$ cat src/rtl/phy_sr_pkg.sv
package phy_sr_pkg;
  localparam int unsigned CTRL_IDX = 0;
  localparam int unsigned CFG_IDX  = 1;

  typedef enum logic [1:0] {
    SEL_CTRL = 2'd0,
    SEL_CFG  = 2'd1,
    SEL_NONE = 2'd2
  } reg_sel_e;
endpackage

$ cat src/rtl/phy_sr_timer.sv
module phy_sr_timer #(
  parameter int unsigned SR_CYCLES = 150
) (
  input  logic clk,
  input  logic rst,
  input  logic start,
  output logic busy,
  output logic done
);
  localparam int unsigned CNT_W = (SR_CYCLES > 2) ? $clog2(SR_CYCLES) : 1;
  localparam logic [CNT_W-1:0] LOAD = CNT_W'(SR_CYCLES - 1);

  logic [CNT_W-1:0] cnt_q;

  always_ff @(posedge clk) begin
    if (rst) begin
      busy  <= 1'b0;
      done  <= 1'b0;
      cnt_q <= '0;
    end else begin
      done <= 1'b0;
      if (busy) begin
        if (cnt_q == '0) begin
          busy <= 1'b0;
          done <= 1'b1;
        end else begin
          cnt_q <= cnt_q - 1'b1;
        end
      end else if (start) begin
        busy  <= 1'b1;
        cnt_q <= LOAD;
      end
    end
  end
endmodule

$ cat src/rtl/phy_sr_regs.sv
module phy_sr_regs
  import phy_sr_pkg::*;
#(
  parameter int unsigned REG_W      = 16,
  parameter int unsigned ADDR_W     = 2,
  parameter logic [REG_W-1:0] CTRL_DEF   = 16'h3000,
  parameter logic [REG_W-1:0] CTRL_WMASK = 16'h7100,
  parameter logic [REG_W-1:0] CFG_DEF    = 16'h0000,
  parameter logic [REG_W-1:0] CFG_RETAIN = 16'h0011,
  parameter int unsigned SCR_BIT    = 0
) (
  input  logic              clk,
  input  logic              rst,
  input  logic              wr,
  input  logic [ADDR_W-1:0] addr,
  input  logic [REG_W-1:0]  wdata,
  input  logic              busy,
  input  logic              done,
  output logic              start,
  output logic [REG_W-2:0]  ctrl_q,
  output logic [REG_W-1:0]  cfg_q,
  output logic              scr_eff
);
  localparam logic [REG_W-2:0] CTRL_RST = CTRL_DEF[REG_W-2:0] & CTRL_WMASK[REG_W-2:0];
  localparam logic [REG_W-2:0] CTRL_MSK = CTRL_WMASK[REG_W-2:0];

  reg_sel_e sel;

  always_comb begin
    if (addr == ADDR_W'(CTRL_IDX))     sel = SEL_CTRL;
    else if (addr == ADDR_W'(CFG_IDX)) sel = SEL_CFG;
    else                               sel = SEL_NONE;
  end

  assign start = wr && (sel == SEL_CTRL) && wdata[REG_W-1] && !busy;

  always_ff @(posedge clk) begin
    if (rst) begin
      ctrl_q <= CTRL_RST;
      cfg_q  <= CFG_DEF;
    end else if (start) begin
      ctrl_q <= CTRL_RST;
      cfg_q  <= (cfg_q & CFG_RETAIN) | (CFG_DEF & ~CFG_RETAIN);
    end else if (wr && !busy) begin
      case (sel)
        SEL_CTRL: ctrl_q <= wdata[REG_W-2:0] & CTRL_MSK;
        SEL_CFG:  cfg_q  <= wdata;
        default:  ;
      endcase
    end
  end

  always_ff @(posedge clk) begin
    if (rst)       scr_eff <= 1'b0;
    else if (done) scr_eff <= cfg_q[SCR_BIT];
  end
endmodule

$ cat src/rtl/phy_sr_rdport.sv
module phy_sr_rdport
  import phy_sr_pkg::*;
#(
  parameter int unsigned REG_W  = 16,
  parameter int unsigned ADDR_W = 2
) (
  input  logic              clk,
  input  logic              rst,
  input  logic              rd,
  input  logic [ADDR_W-1:0] addr,
  input  logic [REG_W-2:0]  ctrl_q,
  input  logic [REG_W-1:0]  cfg_q,
  input  logic              busy,
  output logic [REG_W-1:0]  rdata,
  output logic              rd_valid
);
  logic [REG_W-1:0] mux;

  always_comb begin
    if (addr == ADDR_W'(CTRL_IDX))     mux = {busy, ctrl_q};
    else if (addr == ADDR_W'(CFG_IDX)) mux = cfg_q;
    else                               mux = '0;
  end

  always_ff @(posedge clk) begin
    if (rst) begin
      rdata    <= '0;
      rd_valid <= 1'b0;
    end else begin
      rd_valid <= rd;
      if (rd) rdata <= mux;
    end
  end
endmodule

$ cat src/rtl/phy_softreset_ctl.sv
module phy_softreset_ctl #(
  parameter int unsigned REG_W      = 16,
  parameter int unsigned ADDR_W     = 2,
  parameter int unsigned SR_CYCLES  = 150,
  parameter logic [REG_W-1:0] CTRL_DEF   = 16'h3000,
  parameter logic [REG_W-1:0] CTRL_WMASK = 16'h7100,
  parameter logic [REG_W-1:0] CFG_DEF    = 16'h0000,
  parameter logic [REG_W-1:0] CFG_RETAIN = 16'h0011,
  parameter int unsigned SCR_BIT    = 0
) (
  input  logic              clk,
  input  logic              rst,
  input  logic              wr,
  input  logic              rd,
  input  logic [ADDR_W-1:0] addr,
  input  logic [REG_W-1:0]  wdata,
  output logic [REG_W-1:0]  rdata,
  output logic              rd_valid,
  output logic              bank_rst,
  output logic              an_restart,
  output logic              scr_dis
);
  logic             start;
  logic             busy;
  logic             done;
  logic [REG_W-2:0] ctrl_q;
  logic [REG_W-1:0] cfg_q;

  phy_sr_timer #(.SR_CYCLES(SR_CYCLES)) u_timer (
    .clk(clk), .rst(rst), .start(start), .busy(busy), .done(done)
  );

  phy_sr_regs #(
    .REG_W(REG_W), .ADDR_W(ADDR_W), .CTRL_DEF(CTRL_DEF), .CTRL_WMASK(CTRL_WMASK),
    .CFG_DEF(CFG_DEF), .CFG_RETAIN(CFG_RETAIN), .SCR_BIT(SCR_BIT)
  ) u_regs (
    .clk(clk), .rst(rst), .wr(wr), .addr(addr), .wdata(wdata), .busy(busy),
    .done(done), .start(start), .ctrl_q(ctrl_q), .cfg_q(cfg_q), .scr_eff(scr_dis)
  );

  phy_sr_rdport #(.REG_W(REG_W), .ADDR_W(ADDR_W)) u_rd (
    .clk(clk), .rst(rst), .rd(rd), .addr(addr), .ctrl_q(ctrl_q), .cfg_q(cfg_q),
    .busy(busy), .rdata(rdata), .rd_valid(rd_valid)
  );

  assign bank_rst   = busy;
  assign an_restart = done;
endmodule

$ cat config.mk
export PLATFORM = sky130hd
export DESIGN_NAME = phy_softreset_ctl
export DESIGN_NICKNAME = d
export VERILOG_FILES = /design/src/rtl/phy_sr_pkg.sv /design/src/rtl/phy_sr_timer.sv /design/src/rtl/phy_sr_regs.sv /design/src/rtl/phy_sr_rdport.sv /design/src/rtl/phy_softreset_ctl.sv
export SDC_FILE = /design/constraint.sdc
export NUM_CORES = 1
export LEC_CHECK = 0
export BUFFER_PORTS_ARGS = -buffer_cell sky130_fd_sc_hd__buf_4
export CAP_MARGIN = 5
export CORE_MARGIN = 2
export CORE_UTILIZATION = 40
export DETAILED_ROUTE_END_ITERATION = 7
export PLACE_DENSITY = 0.64
export SETUP_SLACK_MARGIN = 0.2
export SYNTH_ARGS = -nofsm -noshare
export SYNTH_HDL_FRONTEND = slang
export SYNTH_SLANG_ARGS = --single-unit
$ cat constraint.sdc
create_clock -name clk -period 4.1 [get_ports clk]
set_input_delay 0.205 -clock clk [delete_from_list [all_inputs] [get_ports clk]]
set_output_delay 0.205 -clock clk [all_outputs]
set_load 0.01 [all_outputs]
==> out/qor.csv <==
metric,value,unit
leakage,0.9039,nW
whs_path_depth,3,
die_x,72.75,microns
peakVddDrop,0.2296,mV
stdcell_count,312,
areaGrowthSynthToFinish,21.64,%
num_antenna_cells,0,
ios,42,
critPathKind,reg2reg,
clk_pin_slew,0.09,ns
dieArea,5293,sq um
fin_util,49.68,%
cellPowerDensity,365.9,nW/um^2
postCtsSetupBuffers,0,
dp_hpwl,2722,microns
worstPathArrival,2.29,ns
cts_hold_buf,0,
ys_seq_area_share,50.83,%
setup_viol_count_final,0,
antenna_found_initial,0,
ff2ff_path_depth,4,
viasPerCell,5.016,
grt_first_pass_wirelength,6934,microns
cts_num_sinks,48,
nets,280,
cts_tree,built,
io_buffer_count,41,
place_inst,304,
final_common_cell,dfxtp_1,
worst_slack,1.968,ns
cp.required,4.26,ns
hold_viol,0,
dr.pass1.iters,4,
die_h,72.75,microns
hold_start,wdata[12],
final_area,2300,sq um
met2WireLength,1845,microns
coreArea,4629,sq um
drc,0,
placed_area,2210,sq um
max_freq,0.4690,GHz
slew_viol_final,0,
drt_iter0_markers,88,
post_cts_resized,0,
endpoint_kind,register,
cts_buffers,5,
place.gp.congestion,0.7381,
wl_per_cell,12.89,microns
hp-class,in2reg,
clockBufferDepth,2,
grt_max_degree,30,
synth_area,1891,sq um
r2r-end,u_regs.ctrl_q[14],
drtAntennaViolNets,0,
place_ws,1.980,ns
rr_startpoint,u_timer.busy,
rrSetupSlack,1.97,ns
via_count,1565,
tightestPinTransition,0.7641,ns
syn-num-nets,244,
critPathMaxFanout,19,
synth-seq-cells,48,
slew_headroom,48.92,%
startpoint_type,register,
wl,4023,microns
yosys_warnings,0,
whs_endpoint,u_regs.ctrl_q[12],
clock_latency,0.29,ns
period_needed,2.132,ns
layout_common_cells,"48 x dfxtp_1, 41 x buf_4, 39 x a21oi_1",
grt.total_usage,17.01,%
grt_pass1_vias,1469,
htree_num_levels,2,
drive_gt1_share,22.09,%
synth_cell_type_count,31,
grt_overflow,0,
grt_setup_unrepaired,no,
fin_setup_tns,0,ns
netlist_instances,221,
top_layer,met4,
status,"complete, no violations",
avgSynthCellArea,8.555,sq um
max_cap_violations,0,
min_period_over_period,52.00,%
root_buffer,clkbuf_8,
routed-wl-met3,161,microns
fp-row-count,25,
drt-met1-wl,1976,microns
start_util,40.84,%
clock_skew,0.006134,ns
## metrics by stage
stage / hold slack [ns] / power (W)
detailed placement: 0.4434 / 0.0005675
global route: 0.1370 / 0.0008793
floorplan: 0.3320 / 0.0005361
CTS: 0.1348 / 0.0008502
finish: 0.1383 / 0.0008414
global placement: 0.4383 / 0.0005672
## synthesized netlist by cell type, drive strengths merged
cell | n | share of area [%]
buf | 4 | 1.4
nor2 | 24 | 4.8
mux2 | 5 | 3.0
a211oi | 1 | 0.40
mux2i | 5 | 2.6
nor3b | 1 | 0.40
a31o | 1 | 0.46
or4b | 1 | 0.53
nand2b | 2 | 0.66
o31ai | 1 | 0.40
a311o | 1 | 0.53
inv | 2 | 0.40
nand3 | 3 | 0.79
o21ba | 1 | 0.53
nor4b | 1 | 0.79
a31oi | 2 | 0.66
and2 | 2 | 0.66
nor4 | 1 | 0.33
ha | 1 | 0.66
nand2 | 38 | 7.5
dfxtp | 48 | 51
or3 | 4 | 1.4
and3 | 2 | 0.66
o21ai | 3 | 0.79
nor2b | 18 | 6.0
or4 | 1 | 0.40
clkbuf | 8 | 1.6
and3b | 1 | 0.53
a21oi | 39 | 10
## flip-flops by register name, summed over array words and instances (netlist names)
| name | flops |
|---|---|
| u_rd.rd_valid | 1 |
| u_timer.cnt_q | 8 |
| u_regs.ctrl_q | 4 |
| u_timer.done | 1 |
| u_rd.rdata | 16 |
| u_regs.scr_eff | 1 |
| u_regs.cfg_q | 16 |
| u_timer.busy | 1 |
## critical path, cell delays in order, from the launching register on
cell	delay, ns
dfxtp_1	0.43
nor4b_2	0.69
nand2_1	0.20
nand2b_1	0.58
nor2_1	0.10
## per-layer routing
layer,vias to the layer above,global-route usage (%)
met2,28,26.87
li1,812,-
met5,-,0
met4,0,5.144
met1,721,22.64
met3,4,4.834
## how the worst max path moves through the flow
stage,startpoint,endpoint,slack [ns]
after floorplan,u_timer.busy,u_timer.cnt_q[7],2.25
after global placement,u_timer.busy,u_regs.ctrl_q[14],1.98
after detailed placement,u_timer.busy,u_regs.ctrl_q[14],1.98
after CTS,u_timer.busy,u_timer.cnt_q[3],1.96
after global routing,u_timer.busy,u_regs.ctrl_q[8],1.76
final,u_timer.busy,u_regs.ctrl_q[14],1.97
## where the power goes
part            total, W  leakage, nW  internal (W)  switching [W]
clock network   0.000286       0.0455      0.000138       0.000148
logic          0.0000725        0.469     0.0000325      0.0000399
registers       0.000483        0.389      0.000477     0.00000667
total           0.000841        0.904      0.000647       0.000194
## layout make-up
class,count,area (sq um)
flip-flops and latches,48,960.9
inverters,2,7.507
fillers,486,2330
well taps,54,67.56
repair buffers,41,307.8
clock buffers,8,90.09
multi-input cells,159,865.8
## kinds of logic (layout without fill, tap and decap cells)
| kind of cell | count (synthesis) | count (layout) | synth area share, % |
|---|---|---|---|
| AOI/OAI and AO/OA | 49 | 49 | 14.10 |
| adders and majority gates | 1 | 1 | 0.6617 |
| buffers and inverters | 14 | 51 | 3.375 |
| DFF | 48 | 48 | 50.83 |
| muxes | 10 | 10 | 5.625 |
| and+or+nand+nor | 99 | 99 | 25.41 |
Power figures use the tool's default switching activity.
